### src/rtl/bdc_pkg.sv
package bdc_pkg;

  typedef enum logic [2:0] {
    OP_HOLD  = 3'd0,
    OP_CLEAR = 3'd1,
    OP_LOAD  = 3'd2,
    OP_INC   = 3'd3,
    OP_DEC   = 3'd4
  } bdc_op_e;

endpackage

### src/rtl/bdc_op_decode.sv
module bdc_op_decode
  import bdc_pkg::*;
(
  input  logic    sync_clr,
  input  logic    load,
  input  logic    en_up,
  input  logic    en_dn,
  output bdc_op_e op
);

  // Fixed priority: clear, then load, then a single active direction.
  always_comb begin
    if (sync_clr)
      op = OP_CLEAR;
    else if (load)
      op = OP_LOAD;
    else if (en_up && !en_dn)
      op = OP_INC;
    else if (en_dn && !en_up)
      op = OP_DEC;
    else
      op = OP_HOLD;
  end

endmodule

### src/rtl/bdc_count_reg.sv
module bdc_count_reg
  import bdc_pkg::*;
#(
  parameter int WIDTH = 8
) (
  input  logic             clk,
  input  bdc_op_e          op,
  input  logic [WIDTH-1:0] din,
  output logic [WIDTH-1:0] count
);

  localparam logic [WIDTH-1:0] ONE  = WIDTH'(1);
  localparam logic [WIDTH-1:0] ZERO = '0;

  logic [WIDTH-1:0] nxt;

  always_comb begin
    unique case (op)
      OP_CLEAR: nxt = ZERO;
      OP_LOAD:  nxt = din;
      OP_INC:   nxt = count + ONE;
      OP_DEC:   nxt = count - ONE;
      default:  nxt = count;
    endcase
  end

  always_ff @(posedge clk) begin
    count <= nxt;
  end

endmodule

### src/rtl/bdc_flag_logic.sv
module bdc_flag_logic #(
  parameter int WIDTH = 8
) (
  input  logic [WIDTH-1:0] count,
  input  logic             en_up,
  input  logic             en_dn,
  output logic             casc_up,
  output logic             casc_dn,
  output logic             term_up,
  output logic             term_dn
);

  logic all_ones;
  logic all_zeros;

  // Only reductions of registered bits, so chaining adds one AND per stage.
  assign all_ones  = &count;
  assign all_zeros = ~|count;

  assign term_up = all_ones;
  assign term_dn = all_zeros;
  assign casc_up = all_ones  & en_up;
  assign casc_dn = all_zeros & en_dn;

endmodule

### src/rtl/bidir_cascade_counter.sv
module bidir_cascade_counter
  import bdc_pkg::*;
#(
  parameter int WIDTH = 8
) (
  input  logic             clk,
  input  logic             sync_clr,
  input  logic             load,
  input  logic [WIDTH-1:0] din,
  input  logic             en_up,
  input  logic             en_dn,
  output logic [WIDTH-1:0] count,
  output logic             casc_up,
  output logic             casc_dn,
  output logic             term_up,
  output logic             term_dn
);

  bdc_op_e op;

  bdc_op_decode u_decode (
    .sync_clr (sync_clr),
    .load     (load),
    .en_up    (en_up),
    .en_dn    (en_dn),
    .op       (op)
  );

  bdc_count_reg #(.WIDTH(WIDTH)) u_reg (
    .clk   (clk),
    .op    (op),
    .din   (din),
    .count (count)
  );

  bdc_flag_logic #(.WIDTH(WIDTH)) u_flags (
    .count   (count),
    .en_up   (en_up),
    .en_dn   (en_dn),
    .casc_up (casc_up),
    .casc_dn (casc_dn),
    .term_up (term_up),
    .term_dn (term_dn)
  );

endmodule

### config.mk
export PLATFORM = sky130hd
export DESIGN_NAME = bidir_cascade_counter
export DESIGN_NICKNAME = d
export VERILOG_FILES = /design/src/rtl/bdc_pkg.sv /design/src/rtl/bdc_op_decode.sv /design/src/rtl/bdc_count_reg.sv /design/src/rtl/bdc_flag_logic.sv /design/src/rtl/bidir_cascade_counter.sv
export SDC_FILE = /design/constraint.sdc
export NUM_CORES = 1
export LEC_CHECK = 0
export BUFFER_PORTS_ARGS = -buffer_cell sky130_fd_sc_hd__buf_4
export CORE_MARGIN = 5
export CORE_UTILIZATION = 40
export CTS_BUF_LIST = sky130_fd_sc_hd__clkbuf_16
export CTS_CLUSTER_SIZE = 10
export DETAILED_ROUTE_END_ITERATION = 8
export PLACE_DENSITY = 0.67
export SYNTH_ARGS = -nofsm -noshare
export SYNTH_HDL_FRONTEND = slang
export SYNTH_SLANG_ARGS = --single-unit
### constraint.sdc
create_clock -name clk -period 3.2 [get_ports clk]
set_input_delay 0.64 -clock clk [delete_from_list [all_inputs] [get_ports clk]]
set_output_delay 0.64 -clock clk [all_outputs]
set_load 0.05 [all_outputs]
# Word level (Yosys, flattened, before mapping)
# Cells that the tools add are included.
# totals
memories	0
mem_bits_rw	0
rom_bits	0
reg_bits	8
latchBits	0
in_bits	13
# op_classes
add_sub_neg	2
n_bitwise	2
n_eq_ne	4
n_div	0
mux	5
mul	0
n_shift	0
order_cmp	0
n_reduce_logical	8
# op_table
op	n
$pmux 8 s4	1
$mux 3	4
$add 8x1->8 const B	1
$reduce_and 8->1	1
$reduce_or 8->1	1
$sub 8x1->8 const B	1
$eq 3x2->1 const B	2
$reduce_bool 4->1	1
$eq 3x1->1 const B	1
$eq 3x3->1 const B	1
$logic_not 1->1	3
$and 1x1->1	2
$logic_and 1x1->1	2

# Longest topological paths before layout
# Gate-level depths: netlist (run 1).
# logic_depth
ltp_word	8
mapped_depth	8
mapped_depth_nobuf	8

# Modules after synthesis
# From an unflattened synthesis (run 1), not the netlist that was laid out.
# unflattened
hier_cells	102
hier_area_um2	910.9
# modules_own_cells
module	cells_each	area_each_um2	n_inst
bdc_count_reg	87	812.0	1
bdc_flag_logic	10	61.3	1
bdc_op_decode	5	37.5	1

# Worst setup path before layout (run 1)
# OpenSTA, ideal clock, no wires.
# synth_timing
path_kind	reg2out
from	reg u_reg.count[3]
to	out casc_dn
required_time_ns	2.560
t_arrival_ns	2.426
stages_incl_launch_ff	4
path_slack_ns	0.134
path_cell_list	edfxtp_1 or4_1 nor2_1 and2_1
# synth_via
elab_chain_len	3
# synth_lines
item	line	text
from (decl)	bdc_count_reg.sv:9	output logic [WIDTH-1:0] count
from (signal assigned)	bdc_count_reg.sv:28	count <= nxt;
$reduce_or 8->1	bdc_flag_logic.sv:18	assign all_zeros = ~|count;
$logic_not 1->1	bdc_flag_logic.sv:18	
named net term_dn	bidir_cascade_counter.sv:16	output logic term_dn
$and 1x1->1	bdc_flag_logic.sv:23	assign casc_dn = all_zeros & en_dn;
to (decl)	bidir_cascade_counter.sv:14	output logic casc_dn,
# The timed path passes the listed nets, and every way through them passes these cells.

# Final worst setup path (run 1)
# layout_timing
from	in sync_clr
to	reg u_reg.count[6] (data pin)
# layout_via
elab_chain_len	3
word_cells_on_any_way	6
cone_classes	4 x eq/ne; 2 x mux
# layout_lines
item	line	text
from (decl)	bidir_cascade_counter.sv:7	input logic sync_clr,
$mux 3 (*)	bdc_op_decode.sv:13	if (sync_clr)
$eq 3x3->1 (tied with other cells)	bdc_count_reg.sv:18	unique case (op)
$pmux 8 s4 (*)	bdc_count_reg.sv:18	
named net u_reg.nxt[6]	bdc_count_reg.sv:15	logic [WIDTH-1:0] nxt;
# The timed path passes the listed nets; every way through them passes the cells marked *.
# A chain may end at the register's enable or synchronous reset.

==> key figures, run 1 <==
Setup path
  • Worst Path Arrival: 2.64 ns
  • Worst Setup Start Kind: primary input
  • Critical setup path kind: primary input to flip-flop
  • Reg2reg setup slack: 1.00 ns
  • Worst Path Required: 3.19 ns
  • Crit path capture type: flip-flop
  • CP max FO: 8

Hold path
  • Hold Path Class: primary input to flip-flop

Detailed routing
  • Aggregate routed wire length: 1.814 mm
  • Drt initial violations: 6
  • Drt pass-1 iters: 4
  • Via count: 642
  • Final ANT Viol Nets: 0
  • Vias per inst: 5.534
  • DRC: 0
  • Wire per inst: 15.64 um

Timing
  • Setup Skew: 0.0006355 ns
  • Max Slew Vio Count: 0
  • Maximum clock frequency: 376.6 MHz
  • Slew @ Worst Pin: 0.5915 ns
  • Final setup viols: 0
  • Slew margin rel.: 60.48%
  • Setup TNS: 0 ns
  • RSZ-0062 raised after global routing: false
  • Fin. Hold Viols: 0
  • Min Tclk post-route: 2.655 ns
  • Final Cycle Share: 82.98%

Final layout
  • ANT cells: 0
  • Syn-to-layout area delta: 41.10%
  • Fill cell count: 159
  • Biggest register: u_reg.count
  • Biggest regs: u_reg.count x8
  • Post-Layout Cell Count: 116
  • Share of cells above drive strength 1: 30.30%
  • Nets@finish: 121
  • Max FFs per register: 8

Floorplan
  • Floorplan core area: 1670 sq um
  • Die Width: 51.29 um
  • DIE AREA: 2631 sq um
  • Initial Util: 40.82%
  • Die Y-Extent: 51.29 um
  • I/O Pins: 25
  • FP Rows: 15

Power
  • Net Sw Frac: 31.08%
  • Psw: 154.7 uW
  • Pwr/cell area: 517.2 nW/um^2
  • Static leakage: 0.0004266 uW
  • Clock power frac: 43.6%
  • P_int: 343.0 uW
  • VDD IR max: 238.2 uV
  • Comb pwr share: 27.8%
  • Seq pwr share: 28.6%

Synthesis
  • Synth area leader: edfxtp_1
  • Mapped Nets: 92
  • Cells after synthesis: 72
  • Post-synth EDFFs: 8
  • Synth top area share: 35.23%
  • Synth Flop Type: edfxtp_1
  • Synth cell types: 28
  • Register bit total from synthesis: 8
  • Synthesized area per cell: 9.471 sq um
  • Top cells by area, synth: edfxtp_1 (35%), ha_1 (11%), o21ai_0 (5.9%), xnor2_1 (5.1%), nand2_1 (4.4%)
  • Synth cell count leaders: edfxtp_1 (8), nand2_1 (8), o21ai_0 (8), ha_1 (6)
  • Synth warn: 0
  • Cell area after synthesis: 681.9 sq um
  • Async SR Flop Fraction: 0%
  • Register area share after synthesis: 35.23%

GRT
  • Largest net degree at the start of global routing: 9
  • Grt met3 use: 3.207%
  • Initial antenna violation count: 0
  • Vias in the first global route: 626
  • Gr usage total: 15.57%
  • Met1 global-route usage: 20.25%
  • First-pass GRT wire length: 2.953 mm
  • Top Usage Layer GRT: met2
  • Met2 usage: 24.25%
  • Remaining Overflow, GRT: 0

CTS
  • Hold buffers post-CTS: 0
  • Reg clk slew, reported paths: 0.04 ns
  • Maximum level of the CTS H-tree: 1
  • Skew-Pair Late Insertion Delay: 0.23 ns
  • CTS tree: built
  • Cts bufs inserted: 3
  • Post-CTS sizing: 0
  • Root buffer cell: clkbuf_16
  • CTS sink count: 8
  • Bufs on Longest Clock Path: 2
  • Post-CTS setup repair buffer count: 0

Status
  • Status: finished, final reports clean

Place
  • Placed cells: 113
  • Routability cong.: 0.8165
  • Dpl hpwl: 1.423 mm
  • I/O Buffers: 24

Flow run
  • Max Cap Violations: 0
==> per-layer routing <==
layer / vias to the layer above / part of all wire [%]
li1: 325 / -
met1: 293 / 46
met2: 19 / 47
met3: 5 / 4.8
met4: 0 / 2.5
met5: - / 0
==> placed cells by master, fill, tap and decap left out <==
master     count
a21o_1         1
a21oi_1        4
a22o_1         1
a31oi_1        1
a32o_1         1
and2_1         2
and3b_1        1
buf_4         25
clkbuf_16      3
edfxtp_1       8
fa_1           1
ha_1           6
inv_1          3
nand2_1        8
nand2b_1       1
nand3_1        2
nand4_1        3
nor2_1         4
nor2b_1        1
nor2b_4        1
nor3_1         1
nor4b_2        1
o21a_1         2
o21ai_0        8
o31a_1         1
or3_1          1
or4_1          2
xnor2_1        4
xor2_1         2
==> worst paths after layout <==
check                       from              to  cells after the start
setup / recovery        sync_clr  u_reg.count[6]                      9
hold / removal            din[1]  u_reg.count[1]                      3
setup reg to reg  u_reg.count[2]  u_reg.count[6]                      6
hold reg to reg   u_reg.count[0]  u_reg.count[0]                      1
==> metrics by stage <==
step | hold slack [ns] | utilization (%) | setup WS, ns | area, sq um | total power, uW
final | 0.6787 | 57.60 | 0.5446 | 962.2 | 497.6
after detailed placement | 0.7229 | 53.11 | 0.3132 | 887.1 | 283.3
after global routing | 0.6922 | 57.60 | 0.4782 | 962.2 | 517.8
after floorplan | 0.8271 | - | 0.1345 | 681.9 | 234.9
after global placement | 0.7175 | 53.11 | 0.3441 | 887.1 | 280.6
after CTS | 0.6819 | 57.60 | 0.5332 | 962.2 | 499.9
==> power by group through the flow <==
stage               sequential (uW)  combinational (uW)  clock (uW)
global route                    145                 149         224
floorplan                       177                58.0           0
global placement                144                 137           0
CTS                             142                 140         218
finish                          142                 138         217
detailed placement              144                 139           0
==> worst max-delay path, stage by stage <==
cell and delay (ns):
buf_4 0.13, nor4b_2 0.26, buf_4 0.20, ha_1 0.28
nor2b_4 0.14, o31a_1 0.26, o21a_1 0.17, or3_1 0.30
a32o_1 0.25
==> cell families after synthesis <==
logic type / count (synthesis) / synth area share, %
DFF: 8 / 35.23
buffers and inverters: 4 / 2.201
and+or+nand+nor: 28 / 23.85
adders and majority gates: 7 / 13.94
xor gates and xnor gates: 6 / 7.706
AOI/OAI and AO/OA: 19 / 17.07
==> final cells by class <==
type / count / area, sq um / area share [%]
inverters: 3 / 11.26 / 1.170
clock buffers: 3 / 75.07 / 7.802
repair buffers: 25 / 187.7 / 19.51
multi-input cells: 60 / 426.7 / 44.34
flip-flops and latches: 8 / 240.2 / 24.97
well taps: 17 / 21.27 / 2.211
Note: power is estimated with default switching activity, not from simulation.
==> run 2, diff against run 1 <==
--- a/config.mk
+++ b/config.mk
@@ -5,13 +5,13 @@
 export SDC_FILE = /design/constraint.sdc
 export NUM_CORES = 1
 export LEC_CHECK = 0
+export ABC_AREA = 1
 export BUFFER_PORTS_ARGS = -buffer_cell sky130_fd_sc_hd__buf_4
 export CORE_MARGIN = 5
 export CORE_UTILIZATION = 40
 export CTS_BUF_LIST = sky130_fd_sc_hd__clkbuf_16
 export CTS_CLUSTER_SIZE = 10
 export DETAILED_ROUTE_END_ITERATION = 8
-export PLACE_DENSITY = 0.67
 export SYNTH_ARGS = -nofsm -noshare
 export SYNTH_HDL_FRONTEND = slang
 export SYNTH_SLANG_ARGS = --single-unit
==> constraint.sdc (replaced) <==
create_clock -name clk -period 2.77 [get_ports clk]
set_input_delay 0.554 -clock clk [delete_from_list [all_inputs] [get_ports clk]]
set_output_delay 0.554 -clock clk [all_outputs]
set_load 0.05 [all_outputs]
==> key figures, run 2 <==
Synthesis
  • Post-synth EDFFs: 8 (unchanged)
  • Cells after synthesis: 120 (was 72)
  • Synth area leader: edfxtp_1 (unchanged)
  • Synth top area share: 29.58% (was 35.23%)
  • Synth cell count leaders: nand2_1 (45), inv_1 (13), nor2_1 (12), nand3_1 (9), edfxtp_1 (8) (was edfxtp_1 (8), nand2_1 (8), o21ai_0 (8), ha_1 (6))
  • Synthesized area per cell: 6.767 sq um (was 9.471 sq um)
  • Synth cell types: 20 (was 28)
  • Async SR Flop Fraction: 0% (unchanged)
  • Cell with the most instances after synthesis: nand2_1
  • Mapped Nets: 140 (was 92)
  • Synth Flop Type: edfxtp_1 (unchanged)
  • Synth warn: 0 (unchanged)
  • Cell area after synthesis: 812.0 sq um (was 681.9 sq um)
  • Register bit total from synthesis: 8 (unchanged)
  • Register area share after synthesis: 29.58% (was 35.23%)
  • Top cells by area, synth: edfxtp_1 (30%), nand2_1 (21%), ha_1 (9.2%), inv_1 (6.0%), nand3_1 (5.5%) (was edfxtp_1 (35%), ha_1 (11%), o21ai_0 (5.9%), xnor2_1 (5.1%), nand2_1 (4.4%))

Hold path
  • Hold Path Class: primary input to flip-flop (unchanged)
  • Hold path depth: 3 (unchanged)
  • Hold Crit Start: din[7] (was din[1])
  • Hold endpoint: u_reg.count[7] (was u_reg.count[1])

Final layout
  • Biggest register: u_reg.count (unchanged)
  • Post-layout instance area: 1107 sq um (was 962.2 sq um)
  • Biggest regs: u_reg.count x8 (unchanged)
  • Final core utilization: 57.02% (was 57.60%)
  • Syn-to-layout area delta: 36.36% (was 41.10%)
  • Max FFs per register: 8 (unchanged)
  • Nets@finish: 169 (was 121)
  • Commonest non-fill, non-tap cells in the layout: nand2_1 (45), buf_4 (24), inv_1 (13) (was buf_4 (25), nand2_1 (8), o21ai_0 (8), edfxtp_1 (8), ha_1 (6))
  • ANT cells: 0 (unchanged)
  • Most common cell after layout, fill and taps aside: nand2_1 (was buf_4)
  • Share of cells above drive strength 1: 25.85% (was 30.30%)

Status
  • Status: finished, final reports clean (unchanged)

Setup path
  • Crit path capture type: flip-flop (unchanged)
  • Reg-to-reg startpoint: u_reg.count[0] (was u_reg.count[2])
  • CP peak stage delay: 0.34 ns (was 0.30 ns)
  • Worst Path Required: 2.76 ns (was 3.19 ns)
  • R2R cell count: 8 (was 6)
  • CP max FO: 7 (was 8)
  • Slowest-stage cell, CP: ha_1 (was or3_1)
  • Critical setup path kind: primary input to flip-flop (unchanged)
  • Worst Setup Start Kind: primary input (unchanged)
  • Reg2reg setup slack: 1.09 ns (was 1.00 ns)
  • Reg2reg end: u_reg.count[6] (unchanged)
  • Worst Path Arrival: 2.06 ns (was 2.64 ns)
  • CP Cell Sequence: buf_4 -> nor2_4 -> inv_2 -> nor2_2 -> ha_1 -> nand2_1 -> inv_1 -> a21oi_1 -> nand3_1 -> nand3_1 -> nand2_1 (was buf_4 -> nor4b_2 -> buf_4 -> ha_1 -> nor2b_4 -> o31a_1 -> o21a_1 -> or3_1 -> a32o_1)

Floorplan
  • DIE AREA: 3031 sq um (was 2631 sq um)
  • FP Rows: 16 (was 15)
  • Die Width: 55.06 um (was 51.29 um)
  • Initial Util: 41.82% (was 40.82%)
  • I/O Pins: 25 (unchanged)
  • Die Y-Extent: 55.06 um (was 51.29 um)
  • Floorplan core area: 1942 sq um (was 1670 sq um)

Place
  • Area post-placement: 1032 sq um (was 887.1 sq um)
  • Routability cong.: 0.8241 (was 0.8165)
  • I/O Buffers: 24 (unchanged)
  • Dpl hpwl: 1.612 mm (was 1.423 mm)

CTS
  • Post-CTS setup repair buffer count: 0 (unchanged)
  • CTS tree: built (unchanged)
  • Reg clk slew, reported paths: 0.04 ns (about the same)
  • Cts bufs inserted: 3 (unchanged)
  • CTS sink count: 8 (unchanged)
  • Root buffer cell: clkbuf_16 (unchanged)
  • Maximum level of the CTS H-tree: 1 (unchanged)
  • Bufs on Longest Clock Path: 2 (unchanged)
  • Hold buffers post-CTS: 0 (unchanged)
  • Skew-Pair Late Insertion Delay: 0.23 ns (about the same)
  • Post-CTS sizing: 0 (unchanged)

Timing
  • Maximum clock frequency: 482.0 MHz
  • Final setup viols: 0 (unchanged)
  • Min Tclk post-route: 2.075 ns
  • Slew @ Worst Pin: 0.5409 ns (was 0.5915 ns)
  • Setup Skew: 0.002571 ns (was 0.0006355 ns)
  • Fin. Hold Viols: 0 (unchanged)
  • RSZ-0062 raised after global routing: false (unchanged)
  • Final Cycle Share: 74.90%
  • Max Slew Vio Count: 0 (unchanged)
  • Setup TNS: 0 ns (unchanged)
  • Hold WS: 0.5954 ns (was 0.6787 ns)
  • Slew margin rel.: 63.80% (was 60.48%)

Detailed routing
  • Wire per inst: 11.89 um (was 15.64 um)
  • DRC: 0 (unchanged)
  • Drt pass-1 iters: 4 (unchanged)
  • Aggregate routed wire length: 2.069 mm (was 1.814 mm)
  • Vias per inst: 4.741 (was 5.534)
  • Final ANT Viol Nets: 0 (unchanged)
  • Via count: 825 (was 642)
  • Drt initial violations: 12 (was 6)

Power
  • Static leakage: 0.0005675 uW (was 0.0004266 uW)
  • Psw: 180.1 uW (was 154.7 uW)
  • Seq pwr share: 28.4% (was 28.6%)
  • Comb pwr share: 28.3% (was 27.8%)
  • Pwr/cell area: 513.9 nW/um^2 (was 517.2 nW/um^2)
  • Clock power frac: 43.3% (was 43.6%)
  • Net Sw Frac: 31.65% (was 31.08%)
  • VDD IR max: 280.7 uV (was 238.2 uV)
  • P_int: 388.9 uW (was 343.0 uW)

GRT
  • Remaining Overflow, GRT: 0 (unchanged)
  • Vias in the first global route: 782 (was 626)
  • Largest net degree at the start of global routing: 9 (unchanged)
  • Initial antenna violation count: 0 (unchanged)
  • First-pass GRT wire length: 3.291 mm (was 2.953 mm)
  • Gr usage total: 15.32% (was 15.57%)

Flow run
  • Max Cap Violations: 0 (unchanged)
run 2: cell type report:
| class | instances | area, sq um |
|---|---|---|
| clock buffer | 3 | 75.07 |
| multi-input combinational | 93 | 506.7 |
| fill | 193 | 834.6 |
| sequential | 8 | 240.2 |
| timing repair buffer | 24 | 180.2 |
| tap | 27 | 33.78 |
| inverter | 19 | 71.32 |
run 2: power groups by stage:
stage	registers, uW	clock network (uW)	logic [uW]
after floorplan	199	0	73.6
after global placement	163	0	160
after detailed placement	163	0	161
after CTS	162	248	163
after global routing	163	258	175
final	162	246	161
run 2: worst max-delay path by stage:
stage,start,endpoint,slack [ns],depth (start not counted)
after floorplan,u_reg.count[0],casc_dn,0.25,3
after global placement,sync_clr,u_reg.count[3],0.49,9
after detailed placement,sync_clr,u_reg.count[7],0.47,11
after CTS,sync_clr,u_reg.count[7],0.69,11
after global routing,sync_clr,u_reg.count[7],0.59,11
final,sync_clr,u_reg.count[7],0.70,11
run 2: cell families (layout without fill, tap and decap cells):
| group | after synthesis | in the layout | synth area share [%] |
|---|---|---|---|
| buffers and inverters | 19 | 46 | 8.783 |
| adder cells (fa/ha/maj) | 7 | 7 | 11.71 |
| flip-flops | 8 | 8 | 29.58 |
| AO/OA/AOI/OAI | 9 | 9 | 8.937 |
| AND/OR/NAND/NOR | 77 | 77 | 40.99 |
run 2: stage by stage:
step	setup slack [ns]	instances	total power [uW]
after floorplan	0.2506	120	272.2
after global placement	0.4937	171	323.0
after detailed placement	0.4657	171	324.4
after CTS	0.6911	174	572.1
after global routing	0.5945	174	597.2
final	0.6952	174	569.1
run 2: per-layer routing:
metal | track usage (%) | up-vias | part of all wire, %
met5 | 0 | - | 0
met4 | 8.097 | 0 | 0.43
met3 | 2.949 | 2 | 5.0
met2 | 24.61 | 18 | 48
met1 | 19.25 | 361 | 46
li1 | - | 444 | -
run 2: worst max-delay path, delay by kind of cell:
kind                       cells  cell delay [ns]
and+or+nand+nor                6             0.74
adders and majority gates      1             0.34
buffers and inverters          3             0.23
AOI/OAI and AO/OA              1             0.20
